**src/rtl/affine_cpu_pkg.sv**
```systemverilog
package affine_cpu_pkg;
  localparam int DW       = 8;
  localparam int NREG     = 32;
  localparam int RIDX_W   = $clog2(NREG);
  localparam int OP_W     = 6;
  localparam int IW       = OP_W + 2 * RIDX_W + DW;
  localparam int PC_W     = 5;
  localparam int ROM_SIZE = 1 << PC_W;
  localparam int PROG_LEN = 23;

  localparam logic [RIDX_W-1:0] ZERO_IDX = RIDX_W'(0);
  localparam logic [RIDX_W-1:0] IN_IDX   = RIDX_W'(1);
  localparam logic [RIDX_W-1:0] HS_IDX   = RIDX_W'(2);
  localparam logic [RIDX_W-1:0] LED_IDX  = RIDX_W'(3);
  localparam int FIRST_WR = 3;

  typedef enum logic [OP_W-1:0] {
    OP_NOP  = 6'h00,
    OP_ADD  = 6'h01,
    OP_ADDI = 6'h02,
    OP_ANDI = 6'h03,
    OP_MULI = 6'h04,
    OP_BZ   = 6'h10,
    OP_BNZ  = 6'h11,
    OP_JMP  = 6'h12
  } opcode_e;

  typedef enum logic [1:0] {FN_ADD, FN_AND, FN_MUL} alu_fn_e;
  typedef enum logic [1:0] {BR_NONE, BR_Z, BR_NZ, BR_ALWAYS} br_kind_e;

  typedef struct packed {
    alu_fn_e  fn;
    logic     use_imm;
    logic     a_from_rd;
    logic     reg_we;
    logic     flag_we;
    br_kind_e br;
  } ctrl_t;

  // Signed integer times signed fraction (sign bit weight -1), floor of product/128.
  function automatic logic [DW-1:0] frac_mul(input logic [DW-1:0] a, input logic [DW-1:0] c);
    logic signed [2*DW-1:0] p;
    p = $signed(a) * $signed(c);
    return p[2*DW-2:DW-1];
  endfunction

  function automatic logic [IW-1:0] enc(input opcode_e op, input logic [RIDX_W-1:0] rd,
                                        input logic [RIDX_W-1:0] rs, input logic [DW-1:0] imm);
    return {op, rd, rs, imm};
  endfunction
endpackage

```
**src/rtl/acp_prog_rom.sv**
```systemverilog
module acp_prog_rom
  import affine_cpu_pkg::*;
#(
  parameter logic [DW-1:0] A11 = 8'h60,
  parameter logic [DW-1:0] A12 = 8'h40,
  parameter logic [DW-1:0] A21 = 8'hC0,
  parameter logic [DW-1:0] A22 = 8'h60,
  parameter logic [DW-1:0] B1  = 8'd20,
  parameter logic [DW-1:0] B2  = 8'hEC
) (
  input  logic [PC_W-1:0] pc,
  output logic [IW-1:0]   instr
);
  localparam logic [DW-1:0] L_WAIT_X1 = DW'(0);
  localparam logic [DW-1:0] L_REL_X1  = DW'(3);
  localparam logic [DW-1:0] L_WAIT_Y1 = DW'(5);
  localparam logic [DW-1:0] L_REL_Y1  = DW'(8);
  localparam logic [DW-1:0] L_WAIT_Y2 = DW'(14);
  localparam logic [DW-1:0] L_REL_Y2  = DW'(20);
  localparam logic [DW-1:0] HS_MASK   = DW'(1);

  localparam logic [RIDX_W-1:0] R_X  = RIDX_W'(4);
  localparam logic [RIDX_W-1:0] R_Y  = RIDX_W'(5);
  localparam logic [RIDX_W-1:0] R_T0 = RIDX_W'(6);
  localparam logic [RIDX_W-1:0] R_T1 = RIDX_W'(7);

  always_comb begin
    case (pc)
      5'd0:    instr = enc(OP_ANDI, ZERO_IDX, HS_IDX, HS_MASK);
      5'd1:    instr = enc(OP_BZ,   ZERO_IDX, ZERO_IDX, L_WAIT_X1);
      5'd2:    instr = enc(OP_ADDI, R_X, IN_IDX, 8'd0);
      5'd3:    instr = enc(OP_ANDI, ZERO_IDX, HS_IDX, HS_MASK);
      5'd4:    instr = enc(OP_BNZ,  ZERO_IDX, ZERO_IDX, L_REL_X1);
      5'd5:    instr = enc(OP_ANDI, ZERO_IDX, HS_IDX, HS_MASK);
      5'd6:    instr = enc(OP_BZ,   ZERO_IDX, ZERO_IDX, L_WAIT_Y1);
      5'd7:    instr = enc(OP_ADDI, R_Y, IN_IDX, 8'd0);
      5'd8:    instr = enc(OP_ANDI, ZERO_IDX, HS_IDX, HS_MASK);
      5'd9:    instr = enc(OP_BNZ,  ZERO_IDX, ZERO_IDX, L_REL_Y1);
      5'd10:   instr = enc(OP_MULI, R_T0, R_X, A11);
      5'd11:   instr = enc(OP_MULI, R_T1, R_Y, A12);
      5'd12:   instr = enc(OP_ADD,  R_T0, R_T1, 8'd0);
      5'd13:   instr = enc(OP_ADDI, LED_IDX, R_T0, B1);
      5'd14:   instr = enc(OP_ANDI, ZERO_IDX, HS_IDX, HS_MASK);
      5'd15:   instr = enc(OP_BZ,   ZERO_IDX, ZERO_IDX, L_WAIT_Y2);
      5'd16:   instr = enc(OP_MULI, R_T0, R_X, A21);
      5'd17:   instr = enc(OP_MULI, R_T1, R_Y, A22);
      5'd18:   instr = enc(OP_ADD,  R_T0, R_T1, 8'd0);
      5'd19:   instr = enc(OP_ADDI, LED_IDX, R_T0, B2);
      5'd20:   instr = enc(OP_ANDI, ZERO_IDX, HS_IDX, HS_MASK);
      5'd21:   instr = enc(OP_BNZ,  ZERO_IDX, ZERO_IDX, L_REL_Y2);
      5'd22:   instr = enc(OP_JMP,  ZERO_IDX, ZERO_IDX, L_WAIT_X1);
      default: instr = enc(OP_JMP,  ZERO_IDX, ZERO_IDX, L_WAIT_X1);
    endcase
  end
endmodule

```
**src/rtl/acp_decoder.sv**
```systemverilog
module acp_decoder
  import affine_cpu_pkg::*;
(
  input  logic [OP_W-1:0] opcode,
  output ctrl_t           ctrl
);
  always_comb begin
    ctrl = '{fn: FN_ADD, use_imm: 1'b0, a_from_rd: 1'b0, reg_we: 1'b0,
             flag_we: 1'b0, br: BR_NONE};
    case (opcode_e'(opcode))
      OP_ADD:  begin ctrl.a_from_rd = 1'b1; ctrl.reg_we = 1'b1; ctrl.flag_we = 1'b1; end
      OP_ADDI: begin ctrl.use_imm = 1'b1; ctrl.reg_we = 1'b1; ctrl.flag_we = 1'b1; end
      OP_ANDI: begin ctrl.fn = FN_AND; ctrl.use_imm = 1'b1; ctrl.reg_we = 1'b1; ctrl.flag_we = 1'b1; end
      OP_MULI: begin ctrl.fn = FN_MUL; ctrl.use_imm = 1'b1; ctrl.reg_we = 1'b1; ctrl.flag_we = 1'b1; end
      OP_BZ:   ctrl.br = BR_Z;
      OP_BNZ:  ctrl.br = BR_NZ;
      OP_JMP:  ctrl.br = BR_ALWAYS;
      default: ;
    endcase
  end
endmodule

```
**src/rtl/acp_regfile.sv**
```systemverilog
module acp_regfile
  import affine_cpu_pkg::*;
(
  input  logic              clk,
  input  logic              rst_n,
  input  logic [DW-1:0]     in_data,
  input  logic              hs,
  input  logic [RIDX_W-1:0] a_idx,
  input  logic [RIDX_W-1:0] b_idx,
  output logic [DW-1:0]     a_data,
  output logic [DW-1:0]     b_data,
  input  logic              wr_en,
  input  logic [RIDX_W-1:0] wr_idx,
  input  logic [DW-1:0]     wr_data,
  output logic [DW-1:0]     led_q
);
  logic [DW-1:0] store [NREG];

  for (genvar g = 0; g < NREG; g++) begin : g_reg
    if (g < FIRST_WR) begin : g_fixed
      assign store[g] = '0;
    end else begin : g_rw
      always_ff @(posedge clk) begin
        if (!rst_n)                                   store[g] <= '0;
        else if (wr_en && wr_idx == RIDX_W'(g))       store[g] <= wr_data;
      end
    end
  end

  logic [RIDX_W-1:0] rd_idx [2];
  logic [DW-1:0]     rd_val [2];
  assign rd_idx[0] = a_idx;
  assign rd_idx[1] = b_idx;

  for (genvar p = 0; p < 2; p++) begin : g_port
    always_comb begin
      if (rd_idx[p] == IN_IDX)      rd_val[p] = in_data;
      else if (rd_idx[p] == HS_IDX) rd_val[p] = {{(DW-1){1'b0}}, hs};
      else                          rd_val[p] = store[rd_idx[p]];
    end
  end

  assign a_data = rd_val[0];
  assign b_data = rd_val[1];
  assign led_q  = store[LED_IDX];
endmodule

```
**src/rtl/acp_alu.sv**
```systemverilog
module acp_alu
  import affine_cpu_pkg::*;
(
  input  alu_fn_e       fn,
  input  logic [DW-1:0] a,
  input  logic [DW-1:0] b,
  output logic [DW-1:0] y
);
  always_comb begin
    case (fn)
      FN_AND:  y = a & b;
      FN_MUL:  y = frac_mul(a, b);
      default: y = a + b;
    endcase
  end
endmodule

```
**src/rtl/affine_cpu.sv**
```systemverilog
module affine_cpu
  import affine_cpu_pkg::*;
#(
  parameter logic [DW-1:0] A11 = 8'h60,
  parameter logic [DW-1:0] A12 = 8'h40,
  parameter logic [DW-1:0] A21 = 8'hC0,
  parameter logic [DW-1:0] A22 = 8'h60,
  parameter logic [DW-1:0] B1  = 8'd20,
  parameter logic [DW-1:0] B2  = 8'hEC
) (
  input  logic       clk,
  input  logic [9:0] sw,
  output logic [7:0] led
);
  logic rst_n;
  assign rst_n = sw[9];

  logic [PC_W-1:0]   pc, next_pc, br_target;
  logic [IW-1:0]     instr;
  logic [OP_W-1:0]   f_op;
  logic [RIDX_W-1:0] f_rd, f_rs;
  logic [DW-1:0]     f_imm;
  ctrl_t             ctrl;
  logic              z_flag, br_taken;
  logic [DW-1:0]     a_data, b_data, alu_b, alu_y;
  logic              wr_en, flag_we;
  logic [RIDX_W-1:0] wr_idx;

  acp_prog_rom #(.A11(A11), .A12(A12), .A21(A21), .A22(A22), .B1(B1), .B2(B2))
    u_rom (.pc(pc), .instr(instr));

  assign {f_op, f_rd, f_rs, f_imm} = instr;

  acp_decoder u_dec (.opcode(f_op), .ctrl(ctrl));

  assign wr_en   = ctrl.reg_we;
  assign wr_idx  = f_rd;
  assign flag_we = ctrl.flag_we;

  acp_regfile u_rf (
    .clk(clk), .rst_n(rst_n), .in_data(sw[7:0]), .hs(sw[8]),
    .a_idx(ctrl.a_from_rd ? f_rd : f_rs), .b_idx(f_rs),
    .a_data(a_data), .b_data(b_data),
    .wr_en(wr_en), .wr_idx(wr_idx), .wr_data(alu_y), .led_q(led)
  );

  assign alu_b = ctrl.use_imm ? f_imm : b_data;

  acp_alu u_alu (.fn(ctrl.fn), .a(a_data), .b(alu_b), .y(alu_y));

  always_comb begin
    case (ctrl.br)
      BR_Z:      br_taken = z_flag;
      BR_NZ:     br_taken = !z_flag;
      BR_ALWAYS: br_taken = 1'b1;
      default:   br_taken = 1'b0;
    endcase
  end

  assign br_target = f_imm[PC_W-1:0];
  assign next_pc   = br_taken ? br_target : pc + PC_W'(1);

  always_ff @(posedge clk) begin
    if (!rst_n) begin
      pc     <= '0;
      z_flag <= 1'b0;
    end else begin
      pc <= next_pc;
      if (flag_we) z_flag <= (alu_y == '0);
    end
  end
endmodule

```
**config.mk**
```make
export PLATFORM = sky130hd
export DESIGN_NAME = affine_cpu
export DESIGN_NICKNAME = d
export VERILOG_FILES = /design/src/rtl/affine_cpu_pkg.sv /design/src/rtl/acp_prog_rom.sv /design/src/rtl/acp_decoder.sv /design/src/rtl/acp_regfile.sv /design/src/rtl/acp_alu.sv /design/src/rtl/affine_cpu.sv
export SDC_FILE = /design/constraint.sdc
export NUM_CORES = 1
export LEC_CHECK = 0
export BUFFER_PORTS_ARGS = -buffer_cell sky130_fd_sc_hd__buf_4
export CORE_MARGIN = 4
export CORE_UTILIZATION = 45
export DETAILED_ROUTE_END_ITERATION = 8
export SYNTH_ARGS = -nofsm -noshare
export SYNTH_HDL_FRONTEND = slang
export SYNTH_SLANG_ARGS = --single-unit
```
**constraint.sdc**
```tcl
create_clock -name clk -period 9.75 [get_ports clk]
set_input_delay 1.95 -clock clk [delete_from_list [all_inputs] [get_ports clk]]
set_output_delay 1.95 -clock clk [all_outputs]
set_load 0.01 [all_outputs]
```
---- Word level (Yosys, flattened, before mapping) ----
Memories as Yosys holds them, arrays and structs flattened. A register that Yosys moved wholly into a read port is not among the register bits.
Cells that the tools add are included.
word-level totals
  ROM bits ................................ 576
  logic and storage cells ................. 139
  register bits after elaboration ......... 238
  output and inout port bits .............. 8
  memories kept ........................... 1
  input bits .............................. 11
cells by class
  muxes and demuxes ....................... 21
  multipliers ............................. 1
  $lt $le $gt $ge ......................... 2
  equality and inequality tests ........... 45
  add/sub/neg operators ................... 2
  bitwise logic cells ..................... 3
  reduce and logical (&&, ||, !) cells .... 33
memories
  name             words  width  read ports  clocked after Yosys merged registers in  wr ports  line                RTL
  (no name shown)  32     18     1           1                                        0         acp_prog_rom.sv:28  case (pc)
operators by type and width
  kind                                                  number
  binary-select mux 8 bit (select 5 bit)                2
  equality test 5 bit (second input constant)           16
  two-way mux 8 bit                                     9
  equality test 5 x 4 -> 1 bit (second input constant)  8
  logical AND 1 bit                                     29
  equality test 5 x 3 -> 1 bit (second input constant)  4
  equality test 6 x 5 -> 1 bit (second input constant)  3
  one-hot mux 8 bit (2 select lines)                    1
  equality test 5 x 2 -> 1 bit (second input constant)  3
  multiplier 8 x 8 -> 15 bit                            1
  two-way mux 5 bit                                     3
  equality test 6 x 2 -> 1 bit (second input constant)  2
  >= comparator 6 bit (second input constant)           2
  inverter 5 -> 6 bit                                   2
  equality test 5 x 1 -> 1 bit (second input constant)  2
  adder 8 bit                                           1
  AND 8 bit                                             1
  logical NOT 8 bit                                     1
  equality test 2 bit (second input constant)           3
  equality test 6 x 1 -> 1 bit (second input constant)  1
  equality test 6 x 3 -> 1 bit (second input constant)  1
  one-hot mux 2 bit (3 select lines)                    1
  adder 5 x 1 -> 5 bit (second input constant)          1
  equality test 2 x 1 -> 1 bit (second input constant)  2
  7 further kinds                                       8

---- Longest topological paths before layout ----
Gate-level depths: netlist of the first run.
  word-level depth ........................ 12
  mapped depth ............................ 27
  gate-level depth less buffers ........... 25

---- By module ----
A second synthesis of the first run with hierarchy kept.
second synthesis, totals
  cells, all modules ...................... 1,715
  area total of the unflattened synthesis .. 17,116.4 um2
modules (own cells, without submodules)
  module        area an instance (um2)  instances  cells each  seq. area each (um2)
  acp_regfile   13,264.0                1          1,251       4,644.5
  acp_alu       2,653.8                 1          309         0.0
  acp_prog_rom  635.6                   1          95          0.0
  affine_cpu    442.9                   1          43          120.1
  acp_decoder   120.1                   1          17          0.0

---- Least setup slack after synthesis of the first run ----
OpenSTA, ideal clock, no wires.
  path type ............................... input to register
  start ................................... input sw[0]
  end ..................................... register z_flag
  buffers on the path ..................... 0
  library setup time ...................... 117 ps
  slack ................................... 2,403 ps
  data arrival time ....................... 7,229 ps
  stages .................................. 23
  required time ........................... 9,633 ps
  cell sequence ........................... mux2_2 -> a21oi_1 -> nor2_1 -> a21oi_1 -> nor2_1 -> a21oi_1 -> or2_2 -> fa_1 -> fa_1 -> inv_1 -> fa_1 -> inv_1 -> fa_1 -> inv_1 -> ha_1 -> inv_1 -> or3_1 -> and3_1 -> o31ai_1 -> nor4bb_1 -> and3_1 -> and4_1 -> a32o_1
between the ends
  word-level cells in the longest chain between the ends .. 5
  elaborated cells between the ends (all ways) .. 8
  classes of those cells .................. 1 x add/sub; 1 x mul; 4 x mux; 1 x bitwise; 1 x reduce/logical
ends and longest elaborated chain
  element                                                   line                  RTL
  start, declared                                           affine_cpu.sv:12      input logic [9:0] sw,
  two-way mux 8 bit                                         acp_regfile.sv:37     if (rd_idx[p] == IN_IDX) rd_val[p] = in_data;
  two-way mux 8 bit                                         affine_cpu.sv:47      assign alu_b = ctrl.use_imm ? f_imm : b_data;
  multiplier 8 x 8 -> 15 bit, or another cell as far along  affine_cpu_pkg.sv:43  p = $signed(a) * $signed(c);
  one-hot mux 8 bit (2 select lines) (*)                    acp_alu.sv:10         case (fn)
  logical NOT 8 bit (*)                                     affine_cpu.sv:69      if (flag_we) z_flag <= (alu_y == '0);
  end signal, assigned                                      affine_cpu.sv:69
  end, declared                                             affine_cpu.sv:24      logic z_flag, br_taken;
Mark *: on every way between the ends. The rest lies on a longest branch, timed or not.
A chain may end at the register's enable or synchronous reset.

---- Final worst setup path of the first run ----
Ends and elaborated chain as after synthesis.

==> results of run 1 <==
-- registers in the layout, summed over array words and instances (netlist names) --
register,flops
z_flag,1
pc,5
u_rom.instr,17
u_rf.store,32
u_rf.led_q,8
-- cell families after synthesis --
family | count (synthesis) | synth area share [%]
xor gates and xnor gates | 21 | 2.89
muxes | 38 | 7.97
DFF | 63 | 19.8
and+or+nand+nor | 245 | 17.9
AOI/OAI and AO/OA | 163 | 18.0
adders and majority gates | 96 | 24.9
buffers and inverters | 134 | 8.50
-- per-layer routing --
metal / vias to the layer above / part of all wire [%] / GRT usage (%)
met2: 183 / 47 / 36.2
met4: 0 / 1.9 / 5.87
met5: - / 0 / 0
met3: 20 / 5.3 / 2.27
li1: 2582 / - / -
met1: 2663 / 46 / 31.1
-- worst max-delay path, stage by stage --
cell	delay (ps)
buf_4	110
mux2_2	250
a21oi_1	150
nor2_1	50
a21oi_1	160
nor2_1	50
a21oi_1	580
or2_2	240
fa_1	450
fa_1	510
inv_1	50
fa_1	470
inv_1	50
fa_1	540
inv_1	40
ha_1	320
inv_1	70
or3_1	440
a31oi_1	290
o22ai_1	160
xnor2_1	150
a221oi_1	730
and4_1	310
a32o_1	120
-- cell usage after synthesis (all sizes together), types with 4 or more instances --
cell type | instances | share of area [%]
nand2 | 103 | 6.1
inv | 93 | 5.5
dfxtp | 63 | 20
nor2 | 59 | 3.5
fa | 51 | 16
ha | 45 | 8.9
a21oi | 39 | 3.1
o21ai | 35 | 2.8
clkbuf | 26 | 1.5
o211a | 26 | 4.2
nand3 | 23 | 1.8
mux2i | 18 | 3.0
buf | 15 | 1.4
nor3 | 14 | 1.1
xnor2 | 14 | 1.9
mux2 | 12 | 2.2
a31oi | 11 | 1.1
nor2b | 10 | 0.98
and3 | 8 | 0.79
mux4 | 8 | 2.8
xor2 | 7 | 0.96
a221o | 6 | 0.94
nand2b | 6 | 0.71
a21o | 5 | 0.59
o211ai | 5 | 0.59
a21boi | 4 | 0.47
-- metrics by stage --
stage / std cells / instance area [sq um]
global route: 940 / 6870
floorplan: 760 / 6360
detailed placement: 925 / 6600
global placement: 925 / 6600
finish: 940 / 6870
CTS: 940 / 6870
-- power breakdown --
group	switching (mW)	internal (mW)
Clock	0.105	0.194
Combinational	0.843	0.490
Sequential	0.0726	0.303
Total	1.02	0.988
-- path summary, 6_finish.rpt --
check,from,to,slack [ps],cells after the start
hold reg to reg,u_rf.store[220]$_SDFFE_PN0P_,u_rf.store[220]$_SDFFE_PN0P_,520,1
setup / recovery,sw[0],z_flag$_SDFFE_PN0P_,1730,24
hold / removal,u_rf.store[220]$_SDFFE_PN0P_,u_rf.store[220]$_SDFFE_PN0P_,520,1
setup reg to reg,u_rom.instr[19]$_DFF_P_,z_flag$_SDFFE_PN0P_,1790,21
-- area by class of cell --
class	count	area [sq um]	area share, %
inverters	93	352	5.11
multi-input cells	563	4560	66.4
clock inverters	5	50.0	0.728
flip-flops and latches	63	1260	18.3
clock buffers	10	229	3.33
repair buffers	26	195	2.84
well taps	180	225	3.28
==> flow_summary.ini, run 1 <==
[route]
ant_nets = 0
vias = 5448
dr.pass1.iters = 5
routed_wl_mm = 17.3
drtIter0Drc = 492
wl_per_cell_um = 18.4
drcViolationCount = 0
viasPerCell = 5.80

[setup_path]
cp_data_arrival_time_ps = 8270
required_ps = 10010
cp_max_fo = 9
endpoint_kind = flop
crit_type = in2reg
start_kind = input pin

[cells_and_area]
antenna_cells = 0
final_cell_mix = nand2_1 (103), inv_1 (91), dfxtp_1 (63), nor2_1 (58), fa_1 (51)
final_common_cell = nand2_1
area_growth_pct = 8.09
fin_nets = 863
fill_cells = 1316
drive_above_1_share_pct = 9.87
post-route-util_pct = 49.5

[synthesis]
syn_avg_cell_area_sq_um = 8.37
ys.flop_type = dfxtp_1
syn_area_sq_um = 6360
async_flop_share_pct = 0
ys_seq_elements = 63
synth-edff-count = 0
syn_inst = 760
synth_nets = 867
seq_area_frac_synth_pct = 19.8
synth_cell_types = 67
synth_warnings = 0

[timing]
worstMarginPinSlew_ps = 1150
final.period_utilization_pct = 82.2
hold_viol_final = 0
max_freq_mhz = 125
maxSlewViolCount = 0
tns_ps = 0
fin_skew_ps = 7.39
finalWorstSetupSlack_ps = 1730
hold_ws_ps = 521
rsz0062_at_grt = no
final-setup-viol-count = 0
final.min_clock_period_ps = 8020
slew-limit-headroom_pct = 22.9

[pwr]
irDropWorstVdd_mv = 0.246
powerDensity_nw_per_um2 = 292
p_leak_nw = 3.34
p_total_mw = 2.01

[global_routing]
grt_pass1_wl_mm = 28.8
grt_overflow = 0
grt_max_degree = 50
grt_antenna_before_repair = 0
track_usage_pct = 22.1
grt_pass1_vias = 5438

[floorplan]
start_util_pct = 45.8
dieHeight_um = 127
ioPinCount = 19
rows = 43
die_w_um = 127
core_area_sq_um = 13900
die-area_sq_um = 16100

[hold_path]
min_path_type = reg2reg

[outcome]
status = completed

[clocking]
clkTransAtPathRegs_ps = 50
cts_buffer_depth = 2
clock_latency_ps = 320
cts_setup_buffers = 0
clock-sinks = 63
numCtsBuffers = 9
cts_resized = 0
cts_tree = built
root_buffer = clkbuf_16
holdBufCountCts = 0
htreeDepth = 3

[place]
gp_congestion = 0.949
portBuffers = 18
place_ws_ps = 1490
dpl.hpwl_mm = 13.6

[run]
maxCapViolations = 0
(Power assumes the default switching activity.)
==> run 2: changes to the inputs <==
ABC_AREA = 1   (was unset)
clock period = 6.7 ns   (was 9.75 ns; I/O delays follow)
==> flow_summary.ini, run 2 <==
[outcome]
status = completed

[cells_and_area]
final_common_cell = inv_1
antenna_cells = 0
post-route-util_pct = 52.8
area_growth_pct = 12.7
final_cells = 1102
drive_above_1_share_pct = 12.9
finalInstanceArea_sq_um = 7100
max_flop_register = u_rf.store
largest_reg_flops = 32
fin_nets = 1029
final_cell_mix = inv_1 (137), nand2_1 (131), nor2_1 (105), o21ai_0 (97), a21oi_1 (78)

[route]
dr.pass1.iters = 6
vias = 6038
viasPerCell = 5.48
drcViolationCount = 0
routed_wl_mm = 18.5
drtIter0Drc = 594
ant_nets = 0
wl_per_cell_um = 16.8

[synthesis]
ys.flop_type = dfxtp_1
ys_seq_elements = 63
synth_nets = 1000
yosysTopAreaCellShare_pct = 20.0
synth_cell_types = 41
yosys-top-cells-area = dfxtp_1 (20%), fa_1 (16%), ha_1 (8.9%)
synth-edff-count = 0
syn_avg_cell_area_sq_um = 7.05
synth_warnings = 0
yosysMostFrequentCell = inv_1
yosys-top-cells-count = inv_1 (140), nand2_1 (131), nor2_1 (106), o21ai_0 (97), a21oi_1 (78)
seq_area_frac_synth_pct = 20.0
yosys.area.top_type = dfxtp_1
syn_inst = 893
syn_area_sq_um = 6300
async_flop_share_pct = 0

[setup_path]
endpoint_kind = flop
cp_max_fo = 8
slowest_delay_ps = 550
cp_data_arrival_time_ps = 6570
required_ps = 6960
start_kind = flop
critPathMostFrequentCell = fa_1
cp_slowest_cell = fa_1
crit_type = reg2reg

[place]
gp_congestion = 1.04
portBuffers = 18
dpl.hpwl_mm = 14.7
dp_cells = 1076
place_area_sq_um = 6640

[clocking]
holdBufCountCts = 0
htreeDepth = 3
root_buffer = clkbuf_16
clkTransAtPathRegs_ps = 50
cts_buffer_depth = 2
clock-sinks = 63
cts_tree = built
clock_latency_ps = 330
numCtsBuffers = 9

[pwr]
irDropWorstVdd_mv = 0.213
p_leak_nw = 3.45
powerDensity_nw_per_um2 = 543

[floorplan]
die-area_sq_um = 16000
ioPinCount = 19
die_w_um = 126
rows = 42
core_area_sq_um = 13500
dieHeight_um = 126
start_util_pct = 46.8

[timing]
fin_skew_ps = 6.95
max_freq_mhz = 159
worstMarginPinSlew_ps = 733
final-setup-viol-count = 0
final.period_utilization_pct = 94.1
slew-limit-headroom_pct = 50.6
hold_ws_ps = 490
maxSlewViolCount = 0
hold_viol_final = 0
final.min_clock_period_ps = 6310

[global_routing]
grt_pass1_wl_mm = 30.3
grt_pass1_vias = 5877
grt_overflow = 0
track_usage_pct = 23.5
grt_antenna_before_repair = 0
grt_max_degree = 47

[run]
maxCapViolations = 0

[hold_path]
min_path_type = reg2reg
run 2: cell count changes in the layout (fill, tap and decap cells not counted), sizes merged, moves of 17 or more:
| cell | before | now |
|---|---|---|
| o21ai | 35 | 113 |
| nand3 | 23 | 40 |
| nor2 | 59 | 114 |
| a21oi | 39 | 78 |
| buf | 26 | 48 |
| o211a | 26 | 0 |
| inv | 93 | 153 |
| mux2i | 18 | 0 |
| nand2 | 103 | 144 |
run 2: critical path: cells and delay by family, from the launching register on:
family	cells	cell delay, ps
buf+inv	7	820
flops	1	350
fa+ha+maj	6	2580
compound gates	6	1290
simple gates	10	1180
run 2: logic make-up after synthesis:
| family | after synthesis | synth area share, % |
|---|---|---|
| AND/OR/NAND/NOR | 314 | 22.2 |
| AO/OA/AOI/OAI | 223 | 19.2 |
| buffers and inverters | 185 | 11.8 |
| adder cells (fa/ha/maj) | 96 | 25.1 |
| flip-flops | 63 | 20.0 |
| XOR/XNOR | 12 | 1.67 |
run 2: report_power, final:
part	internal, mW	total, mW	switching, mW
logic	1.01	2.87	1.86
clock network	0.305	0.468	0.162
registers	0.451	0.517	0.0657
run 2: per-layer routing:
layer	routed length (um)	GRT usage, %
met4	243	4.92
met5	0	0
met1	8300	32.1
met3	1060	3.78
met2	8870	39.4
run 2: area by class of cell:
type	count	area, sq um
sequential	63	1260
tap	176	220
multi-input combinational	646	4370
fill	1344	6350
inverter	154	582
clock inverter	3	42.5
timing repair buffer	48	364
clock buffer	12	256
run 2: what timing repair did:
action	CTS	global route
setup buffers	0	10
setup endpoints to repair	0	24
resized for setup	0	16
run 2: metrics by stage:
stage | setup slack (ps) | TNS, ps | power (mW)
5_1_grt | -2.11 | -2.11 | 4.26
4_1_cts | 199 | 0 | 3.74
2_1_floorplan | 803 | 0 | 2.47
6_report | 394 | 0 | 3.86
3_5_place_dp | 225 | 0 | 3.26
3_3_place_gp | 327 | 0 | 3.20
run 2: path summary, 6_finish.rpt:
kind / start / endpoint / slack, ps / cells past startpoint
setup / recovery: u_rom.instr[18]$_DFF_P_ / z_flag$_SDFFE_PN0P_ / 390 / 29
hold / removal: z_flag$_SDFFE_PN0P_ / z_flag$_SDFFE_PN0P_ / 490 / 2
setup reg to reg: u_rom.instr[18]$_DFF_P_ / z_flag$_SDFFE_PN0P_ / 390 / 29
hold reg to reg: z_flag$_SDFFE_PN0P_ / z_flag$_SDFFE_PN0P_ / 490 / 2
